[src/rtl/codec_lc_pkg.sv]
package codec_lc_pkg;
  localparam int unsigned BIT_ALB = 4;  // converter-side echo
  localparam int unsigned BIT_DLB = 5;  // host-side echo
  localparam int unsigned BIT_PD  = 6;  // software power-down

  typedef enum logic [1:0] {
    MODE_NORM = 2'd0,
    MODE_ALB  = 2'd1,
    MODE_DLB  = 2'd2
  } route_e;

  function automatic route_e route_mode(input logic alb, input logic dlb);
    if (dlb)      return MODE_DLB;
    else if (alb) return MODE_ALB;
    else          return MODE_NORM;
  endfunction
endpackage

[src/rtl/codec_lc_regs.sv]
module codec_lc_regs #(
  parameter int unsigned NCH = 2,
  parameter int unsigned AW  = 2,
  parameter int unsigned RW  = 8
) (
  input  logic              clk_i,
  input  logic              rst_ni,
  input  logic              wr_en_i,
  input  logic [AW-1:0]     wr_addr_i,
  input  logic [RW-1:0]     wr_data_i,
  output logic [NCH*RW-1:0] cfg_o
);
  logic [NCH-1:0] hit;

  for (genvar c = 0; c < NCH; c++) begin : g_reg
    localparam logic [AW-1:0] ADDR = AW'(2 * c + 1);
    logic [RW-1:0] cfg_q;
    assign hit[c] = wr_en_i && (wr_addr_i == ADDR);
    always_ff @(posedge clk_i or negedge rst_ni) begin
      if (!rst_ni)     cfg_q <= '0;
      else if (hit[c]) cfg_q <= wr_data_i;
    end
    assign cfg_o[c*RW +: RW] = cfg_q;
  end

  AST_STRAY_WR_IGNORED: assert property (@(posedge clk_i) disable iff (!rst_ni)
    (wr_en_i && hit == '0) |=> $stable(cfg_o));
endmodule

[src/rtl/codec_lc_timer.sv]
module codec_lc_timer
  import codec_lc_pkg::*;
#(
  parameter int unsigned DIV = 8,
  parameter int unsigned CW  = 8,
  parameter int unsigned RW  = 8
) (
  input  logic          clk_i,
  input  logic          rst_ni,
  input  logic [RW-1:0] cfg_i,
  output logic [RW-1:0] cfg_act_o,
  output logic          tick_o,
  output logic          pd_o,
  output logic          blk_o,
  output logic [CW-1:0] frame_cnt_o
);
  localparam int unsigned DW = (DIV > 1) ? $clog2(DIV) : 1;
  localparam logic [DW-1:0] DIV_LAST = DW'(DIV - 1);

  logic [RW-1:0] act_q, act_d;
  logic [DW-1:0] div_q, div_d;
  logic [CW-1:0] frm_q, frm_d;
  logic          pd_q, pd_nxt, tick;

  assign pd_q   = act_q[BIT_PD];
  assign tick   = !pd_q && (div_q == DIV_LAST);
  // config is sampled at a boundary, or at any cycle while powered down
  assign act_d  = (tick || pd_q) ? cfg_i : act_q;
  assign pd_nxt = act_d[BIT_PD];

  always_comb begin
    div_d = div_q + DW'(1);
    if (pd_q || pd_nxt || tick) div_d = '0;
    frm_d = frm_q;
    if (pd_nxt)    frm_d = '0;
    else if (tick) frm_d = frm_q + CW'(1);
  end

  always_ff @(posedge clk_i or negedge rst_ni) begin
    if (!rst_ni) begin
      act_q <= '0;
      div_q <= '0;
      frm_q <= '0;
    end else begin
      act_q <= act_d;
      div_q <= div_d;
      frm_q <= frm_d;
    end
  end

  assign cfg_act_o   = act_q;
  assign tick_o      = tick;
  assign pd_o        = pd_q;
  assign blk_o       = pd_q || pd_nxt;
  assign frame_cnt_o = frm_q;

  AST_PD_CNT_ZERO: assert property (@(posedge clk_i) disable iff (!rst_ni)
    pd_q |-> (div_q == '0 && frm_q == '0));
  AST_CFG_AT_BOUNDARY: assert property (@(posedge clk_i) disable iff (!rst_ni)
    (!$past(tick) && !$past(pd_q)) |-> $stable(act_q));
  AST_TICK_SINGLE: assert property (@(posedge clk_i) disable iff (!rst_ni)
    tick |=> !tick);
endmodule

[src/rtl/codec_lc_route.sv]
module codec_lc_route
  import codec_lc_pkg::*;
#(
  parameter int unsigned SW = 16
) (
  input  logic          clk_i,
  input  logic          rst_ni,
  input  logic          tick_i,
  input  logic          blk_i,
  input  logic          pd_i,
  input  logic          alb_i,
  input  logic          dlb_i,
  input  logic [SW-1:0] adc_data_i,
  input  logic          adc_valid_i,
  input  logic [SW-1:0] tx_data_i,
  input  logic          tx_valid_i,
  output logic [SW-1:0] dac_data_o,
  output logic          dac_valid_o,
  output logic [SW-1:0] rx_data_o,
  output logic          rx_valid_o
);
  route_e        mode;
  logic [SW-1:0] tx_hold_q, adc_hold_q, tx_cur, adc_cur;
  logic          tx_pend_q, adc_pend_q, tx_av, adc_av;
  logic [SW-1:0] dac_q, rx_q;
  logic          dac_v_q, rx_v_q;

  assign mode    = route_mode(alb_i, dlb_i);
  // a sample landing on the boundary joins that boundary
  assign tx_av   = tx_valid_i || tx_pend_q;
  assign adc_av  = adc_valid_i || adc_pend_q;
  assign tx_cur  = tx_valid_i ? tx_data_i : tx_hold_q;
  assign adc_cur = adc_valid_i ? adc_data_i : adc_hold_q;

  always_ff @(posedge clk_i or negedge rst_ni) begin
    if (!rst_ni) begin
      tx_hold_q  <= '0;
      adc_hold_q <= '0;
      tx_pend_q  <= 1'b0;
      adc_pend_q <= 1'b0;
    end else begin
      if (tx_valid_i)  tx_hold_q  <= tx_data_i;
      if (adc_valid_i) adc_hold_q <= adc_data_i;
      if (blk_i || tick_i) begin
        tx_pend_q  <= 1'b0;
        adc_pend_q <= 1'b0;
      end else begin
        tx_pend_q  <= tx_pend_q || tx_valid_i;
        adc_pend_q <= adc_pend_q || adc_valid_i;
      end
    end
  end

  always_ff @(posedge clk_i or negedge rst_ni) begin
    if (!rst_ni) begin
      dac_q   <= '0;
      rx_q    <= '0;
      dac_v_q <= 1'b0;
      rx_v_q  <= 1'b0;
    end else begin
      dac_v_q <= 1'b0;
      rx_v_q  <= 1'b0;
      if (tick_i) begin
        unique case (mode)
          MODE_DLB: begin
            dac_q <= adc_cur; dac_v_q <= adc_av;
            rx_q  <= adc_cur; rx_v_q  <= adc_av;
          end
          MODE_ALB: begin
            dac_q <= tx_cur;  dac_v_q <= tx_av;
            rx_q  <= tx_cur;  rx_v_q  <= tx_av;
          end
          default: begin
            dac_q <= tx_cur;  dac_v_q <= tx_av;
            rx_q  <= adc_cur; rx_v_q  <= adc_av;
          end
        endcase
      end
    end
  end

  assign dac_data_o  = dac_q;
  assign dac_valid_o = dac_v_q;
  assign rx_data_o   = rx_q;
  assign rx_valid_o  = rx_v_q;

  AST_VALID_AT_BOUNDARY: assert property (@(posedge clk_i) disable iff (!rst_ni)
    (dac_valid_o || rx_valid_o) |-> $past(tick_i));
  AST_PD_QUIET: assert property (@(posedge clk_i) disable iff (!rst_ni)
    (pd_i && $past(pd_i)) |-> (!dac_valid_o && !rx_valid_o));
  AST_ALB_ECHO: assert property (@(posedge clk_i) disable iff (!rst_ni)
    (rx_valid_o && $past(mode == MODE_ALB)) |-> (dac_valid_o && rx_data_o == dac_data_o));
  AST_DLB_ECHO: assert property (@(posedge clk_i) disable iff (!rst_ni)
    (dac_valid_o && $past(mode == MODE_DLB)) |-> (rx_valid_o && rx_data_o == dac_data_o));
endmodule

[src/rtl/codec_loop_ctrl.sv]
module codec_loop_ctrl
  import codec_lc_pkg::*;
#(
  parameter int unsigned NCH = 2,
  parameter int unsigned AW  = 2,
  parameter int unsigned RW  = 8,
  parameter int unsigned SW  = 16,
  parameter int unsigned DIV = 8,
  parameter int unsigned CW  = 8
) (
  input  logic              clk_i,
  input  logic              rst_ni,
  input  logic              wr_en_i,
  input  logic [AW-1:0]     wr_addr_i,
  input  logic [RW-1:0]     wr_data_i,
  input  logic [NCH*SW-1:0] adc_data_i,
  input  logic [NCH-1:0]    adc_valid_i,
  input  logic [NCH*SW-1:0] tx_data_i,
  input  logic [NCH-1:0]    tx_valid_i,
  output logic [NCH*SW-1:0] dac_data_o,
  output logic [NCH-1:0]    dac_valid_o,
  output logic [NCH*SW-1:0] rx_data_o,
  output logic [NCH-1:0]    rx_valid_o,
  output logic [NCH-1:0]    sync_o,
  output logic [NCH*CW-1:0] frame_cnt_o
);
  logic [NCH*RW-1:0] cfg;

  codec_lc_regs #(.NCH(NCH), .AW(AW), .RW(RW)) u_regs (
    .clk_i    (clk_i),
    .rst_ni   (rst_ni),
    .wr_en_i  (wr_en_i),
    .wr_addr_i(wr_addr_i),
    .wr_data_i(wr_data_i),
    .cfg_o    (cfg)
  );

  for (genvar c = 0; c < NCH; c++) begin : g_ch
    logic [RW-1:0] act;
    logic          tick, pd, blk;

    codec_lc_timer #(.DIV(DIV), .CW(CW), .RW(RW)) u_timer (
      .clk_i      (clk_i),
      .rst_ni     (rst_ni),
      .cfg_i      (cfg[c*RW +: RW]),
      .cfg_act_o  (act),
      .tick_o     (tick),
      .pd_o       (pd),
      .blk_o      (blk),
      .frame_cnt_o(frame_cnt_o[c*CW +: CW])
    );

    codec_lc_route #(.SW(SW)) u_route (
      .clk_i      (clk_i),
      .rst_ni     (rst_ni),
      .tick_i     (tick),
      .blk_i      (blk),
      .pd_i       (pd),
      .alb_i      (act[BIT_ALB]),
      .dlb_i      (act[BIT_DLB]),
      .adc_data_i (adc_data_i[c*SW +: SW]),
      .adc_valid_i(adc_valid_i[c]),
      .tx_data_i  (tx_data_i[c*SW +: SW]),
      .tx_valid_i (tx_valid_i[c]),
      .dac_data_o (dac_data_o[c*SW +: SW]),
      .dac_valid_o(dac_valid_o[c]),
      .rx_data_o  (rx_data_o[c*SW +: SW]),
      .rx_valid_o (rx_valid_o[c])
    );

    assign sync_o[c] = tick;

    AST_SYNC_QUIET_IN_PD: assert property (@(posedge clk_i) disable iff (!rst_ni)
      pd |-> !sync_o[c]);
  end
endmodule

[config.mk]
export PLATFORM = sky130hd
export DESIGN_NAME = codec_loop_ctrl
export DESIGN_NICKNAME = d
export VERILOG_FILES = /design/src/rtl/codec_lc_pkg.sv /design/src/rtl/codec_lc_regs.sv /design/src/rtl/codec_lc_timer.sv /design/src/rtl/codec_lc_route.sv /design/src/rtl/codec_loop_ctrl.sv
export SDC_FILE = /design/constraint.sdc
export NUM_CORES = 1
export LEC_CHECK = 0
export ABC_CLOCK_PERIOD_IN_PS = 2800
export BUFFER_PORTS_ARGS = -buffer_cell sky130_fd_sc_hd__buf_4
export CAP_MARGIN = 10
export CORE_MARGIN = 4
export CORE_UTILIZATION = 23
export CTS_CLUSTER_DIAMETER = 150
export DETAILED_ROUTE_END_ITERATION = 10
export PLACE_DENSITY = 0.46
export SYNTH_ARGS = -nofsm -noshare
export SYNTH_HDL_FRONTEND = slang
export SYNTH_SLANG_ARGS = --single-unit
[constraint.sdc]
create_clock -name clk_i -period 2.8 [get_ports clk_i]
set_input_delay 0.14 -clock clk_i [delete_from_list [all_inputs] [get_ports clk_i]]
set_output_delay 0.14 -clock clk_i [all_outputs]
set_load 0.1 [all_outputs]
# Word-level counts from Yosys, hierarchy flattened
# Index checks and enable logic that the tools add are counted.
dict set report totals {
  ff_bits 186
  latch_bits 0
  ram_bits 0
  romBits 0
  input_bits 81
  out_inout_bits 86
  word_cells 88
  n_memories 0
}
dict set report op_classes {
  add_sub_neg 4
  n_mul 0
  div 0
  n_lt_le_gt_ge 0
  eq_ne 8
  shifts 0
  mux 32
  bitwise 0
  reduce_logical 18
}
# operator n
set op_table {}
lappend op_table {{$mux W16} 8}
lappend op_table {{$mux W8} 4}
lappend op_table {{$add A8 B1 Y8 const B} 2}
lappend op_table {{$mux W1} 14}
lappend op_table {{$mux W7} 2}
lappend op_table {{$logic_or A1 B1 Y1} 10}
lappend op_table {{$add A3 B1 Y3 const B} 2}
lappend op_table {{$eq A2 B1 Y1 const B} 3}
lappend op_table {{$eq A2 B2 Y1 const B} 3}
lappend op_table {{$eq A3 B3 Y1 const B} 2}
lappend op_table {{$mux W3} 2}
lappend op_table {{$logic_and A1 B1 Y1} 4}
lappend op_table {{$mux W2} 2}
lappend op_table {{$reduce_bool A2 Y1} 2}
lappend op_table {{$logic_not A1 Y1} 2}

# Logic depth before layout (Yosys ltp)
dict set report depth {
  ltp_word 7
  mapped_depth 8
  mapped_depth_nobuf 5
}

# By module
# From an unflattened synthesis, not the netlist that was laid out.
dict set report unflattened {
  hier_cells 626
  hier_area_um2 8122.8
}
# mod instances cells_per_inst area_each_um2 seq_area_each_um2
set modules_own_cells {}
lappend modules_own_cells {codec_lc_route 2 222 2872.8 1701.6}
lappend modules_own_cells {codec_lc_timer 2 73 872.1 475.5}
lappend modules_own_cells {codec_lc_regs 1 34 618.1 400.4}
lappend modules_own_cells {codec_loop_ctrl 1 2 15.0 0.0}

# Worst setup path before layout
# No wires, ideal clock.
dict set report synth_path {
  path_type {register to register}
  startpoint {reg g_ch[1].u_timer.frm_q[0]}
  endpoint {reg g_ch[1].u_timer.frm_q[6]}
  setup_ps 77
  arrival_time_ps 2025
  t_required_ps 2723
  setup_slack_ps 697
  stages_incl_launch_ff 5
  path_buffers 0
  period_less_slack_ps 2103
  path_cell_list {dfrtp_1 ha_1 nand3_1 or4_1 a21oi_1}
}
dict set report synth_via {
  elab_chain_len 3
}
# element line_no
set synth_rtl {}
lappend synth_rtl {{from (decl)} codec_lc_timer.sv:22} ;# logic [CW-1:0] frm_q, frm_d;
lappend synth_rtl {{from (signal assigned)} codec_lc_timer.sv:47} ;# frm_q <= frm_d;
lappend synth_rtl {{$add A8 B1 Y8} codec_lc_timer.sv:36} ;# else if (tick) frm_d = frm_q + CW'(1);
lappend synth_rtl {{$mux W8} codec_lc_timer.sv:36}
lappend synth_rtl {{$mux W8} codec_lc_timer.sv:35} ;# if (pd_nxt) frm_d = '0;
# Every way passes these cells. The select of a mux whose other input is x is not followed.
# A chain may end at the register's enable or synchronous reset.

# Final worst setup path
dict set report layout_path {
  startpoint {reg g_ch[1].u_timer.div_q[0]}
  endpoint {out sync_o[1]}
}
dict set report layout_via {
  elab_chain_len 2
}
# element line_no
set layout_rtl {}
lappend layout_rtl {{from (decl)} codec_lc_timer.sv:21} ;# logic [DW-1:0] div_q, div_d;
lappend layout_rtl {{from (signal assigned)} codec_lc_timer.sv:46} ;# div_q <= div_d;
lappend layout_rtl {{$eq A3 B3 Y1} codec_lc_timer.sv:26} ;# assign tick = !pd_q && (div_q == DIV_LAST);
lappend layout_rtl {{$logic_and A1 B1 Y1} codec_lc_timer.sv:26}
lappend layout_rtl {{to (decl)} codec_loop_ctrl.sv:24} ;# output logic [NCH-1:0] sync_o,
# Every way passes these cells.

==> impl_metrics.csv <==
group,metric,value,unit
status,status,"completed",
worst_setup_path,r2r_cells,5,
yosys,synthAdderAreaFrac,1.04,%
yosys,synthFlopType,"dfrtp_1",
sta,skew,0.0175,ns
clock_network,cts-root-buf,"clkbuf_16",
yosys,synth-async-reset-ratio,100,%
worst_setup_path,critPathBufInv,2,
clock_network,clk_pin_slew,0.07,ns
yosys,synth_top_area_share,59.1,%
yosys,synth-seq-area-share,59.1,%
drt,ant_nets,0,
yosys,synth_edf_count,0,
sta,period_share,84.2,%
yosys,synth_top_family_by_area,"multiplexers",
global_route,overflow,0,
hold_path,min_to,"u_regs.g_reg[1].cfg_q[5]",
yosys,synth_nets,672,
drt,drt_pre_antenna_iters,4,
worst_setup_path,worstPathMaxFanout,36,
yosys,synthMuxAreaShare,20.9,%
worst_setup_path,reg2reg_slack,0.82,ns
sta,fmax,424,MHz
clock_network,cts_hold_repair.buffers,68,
floorplan,dieWidth,185,um
global_route,grtUsageMet3,3.97,%
layout,drive_above_1_share,34.8,%
worst_setup_path,path_delay_family,"adder cells",
clock_network,cts_resized,0,
floorplan,start_util,23.4,%
hold_path,hold_class,"primary input to flop",
yosys,synthTopCellsByCount,"dfrtp_1 (170), mux2_2 (74), o21ai_0 (70), nand2_1 (68), mux2i_1 (64)",
clock_network,clk_latency,0.44,ns
sta,timing_worst_slew_pin_value,0.765,ns
clock_network,h-tree-depth,4,
floorplan,dieHeight,185,um
hold_path,hp-start,"wr_addr_i[1]",
floorplan,fp.coreArea,30700,um^2
layout,stdcell_area,10100,um^2
global_route,busiest_layer,"met2",
yosys,synthCells,585,
drt,wl_per_cell,15.8,um
worst_setup_path,cpMostUsedCell,"ha_1",
clock_network,cts_setup_buffers,0,
floorplan,rows,64,
yosys,yosys.area_share.simple,8.19,%
clock_network,cts_buffers,17,
yosys,synth-compound-area-share,7.61,%
clock_network,cts_tree,"yes",
hold_path,hold_depth,3,
global_route,grt_use_met1,15.5,%
yosys,syn_area,7200,um^2
floorplan,die-area,34200,um^2
yosys,syn_area_per_cell,12.3,um^2
worst_setup_path,cp-start-kind,"flop",
yosys,synthTopCellsByArea,"dfrtp_1 (59%), mux2_2 (12%), mux2i_1 (8.9%), o21ai_0 (4.9%), nand2_1 (3.5%)",
layout,area_growth,39.8,%
yosys,synth.largest_area_cell,"dfrtp_1",
floorplan,io_pins,167,
placement,port_buffers,161,
global_route,grt_pass1_wl,30900,um
worst_setup_path,critPathKind,"flop to output port",
sta,period_needed,2.36,ns
sta,rsz0062_at_grt,"no",
drt,viasPerCell,4.22,
yosys,synth-seq-cells,170,
worst_setup_path,r2r-end,"g_ch[1].u_route.rx_data_o[3]",
yosys,synth_warnings,0,
sta,maxSlewViolCount,0,
drt,drtIter0Drc,189,
layout,num-nets-final,890,
clock_network,cts_sinks,170,
sta,relSlewSlack,49.0,%
worst_setup_path,path_cells,"ha_1 > ha_1 > nand2b_2 > inv_1 > buf_4",
placement,gp_congestion,0.711,
global_route,first_global_vias,5486,
drt,drt_drc_violations_left,0,
worst_setup_path,worst_path_max_delay_cell,"nand2b_2",
global_route,antenna_found_initial,1,
worst_setup_path,cp_data_required_time,2.66,ns
worst_setup_path,max_stage_delay,0.45,ns
drt,routed_wirelength,19100,um
worst_setup_path,r2r_start,"g_ch[1].u_timer.div_q[0]",
sta,finalSetupTns,0,ns
yosys,synth.distinct_cells,31,
yosys,synthXorXnorAreaFrac,0,%
sta,hold_viol_final,0,
worst_setup_path,cp_data_arrival_time,2.22,ns
worst_setup_path,crit_path_end_kind,"output port",
global_route,grt_max_degree,77,
global_route,gr-usage-met2,18.0,%
placement,post_dp_cell_area,8830,um^2
placement,hpwl,12600,um
global_route,grt_usage,11.5,%
drt,vias,5120,
clock_network,clk_path_buf_depth,2,
job,drv_cap,0,
sta,setup_violations,0,
yosys,synth_most_common_cell,"dfrtp_1",
-- worst register-to-register path, stage by stage, from the launching register on --
cell and delay [ns]:
dfrtp_1 0.38, ha_1 0.20, ha_1 0.30, nand2b_2 0.53, buf_4 0.34, o21ai_0 0.11
-- sequential cells by signal (all words and copies together), names as in the netlist, 6 cells and up --
signal,cells
g_ch.u_route.tx_hold_q,32
u_regs.g.cfg_q,6
g_ch.u_timer.cfg_act_o,6
g_ch.u_route.rx_data_o,32
g_ch.u_route.dac_data_o,32
g_ch.u_route.adc_hold_q,32
g_ch.u_timer.div_q,6
g_ch.u_timer.frame_cnt_o,16
-- per-layer routing --
metal / vias up / routed length [um]
li1: 2506 / -
met1: 2480 / 9330
met2: 124 / 8400
met3: 10 / 1230
met4: 0 / 174
met5: - / 0
-- per-stage QoR --
| step | hold slack, ns | worst slack, ns | instances | util, % |
|---|---|---|---|---|
| after floorplan | -0.156 | 0.697 | 585 | - |
| after detailed placement | 0.252 | 0.776 | 1112 | 28.7 |
| after CTS | 0.145 | 0.333 | 1212 | 32.7 |
| after global placement | 0.253 | 0.782 | 1112 | 28.7 |
| after global routing | 0.146 | 0.201 | 1213 | 32.7 |
| final | 0.165 | 0.444 | 1213 | 32.7 |
-- worst max path at each step --
stage                                        start                        endpoint  slack [ns]  cells past startpoint
finish                    g_ch[1].u_timer.div_q[0]                       sync_o[1]        0.44                      5
global route              g_ch[1].u_timer.div_q[0]                       sync_o[1]        0.20                      5
CTS                       g_ch[1].u_timer.div_q[0]                       sync_o[1]        0.33                      5
detailed placement        g_ch[1].u_timer.div_q[0]    g_ch[1].u_route.rx_data_o[3]        0.78                      5
global placement          g_ch[1].u_timer.div_q[0]   g_ch[1].u_route.dac_data_o[2]        0.78                      5
floorplan           g_ch[1].u_timer.frame_cnt_o[0]  g_ch[1].u_timer.frame_cnt_o[6]        0.70                      4
-- cell type report --
cell class	count	area (um^2)
antenna	1	2.50
multi-input combinational	369	2720
sequential	170	4250
tap	396	495
clock inverter	15	133
fill	3171	20700
clock buffer	17	425
inverter	4	15.0
timing repair buffer	241	2020
-- placed cells by master, fill, tap and decap left out, types with 4 or more instances in the layout --
| cell | instances |
|---|---|
| inv_1 | 4 |
| or4_1 | 6 |
| inv_6 | 5 |
| nor2_1 | 5 |
| buf_4 | 169 |
| nor2b_1 | 4 |
| a21oi_1 | 16 |
| clkinv_4 | 4 |
| dfrtp_1 | 170 |
| o31ai_1 | 6 |
| clkbuf_16 | 17 |
| dlygate4sd3_1 | 68 |
| mux2i_1 | 64 |
| or3_1 | 4 |
| mux2_2 | 74 |
| o21ai_0 | 70 |
| a211oi_1 | 4 |
| nand2_1 | 68 |
| nor3_1 | 9 |
| and2_1 | 4 |
| ha_1 | 6 |
| nand3_1 | 5 |
| o2bb2ai_1 | 4 |
-- logic make-up after synthesis --
family | after synthesis
AOI/OAI and AO/OA | 101
adders and majority gates | 6
buffers and inverters | 46
DFF | 170
muxes | 140
and+or+nand+nor | 122
Power is not shown: default switching activity piles up to over one toggle a cycle in this logic, so the estimate is an artifact.
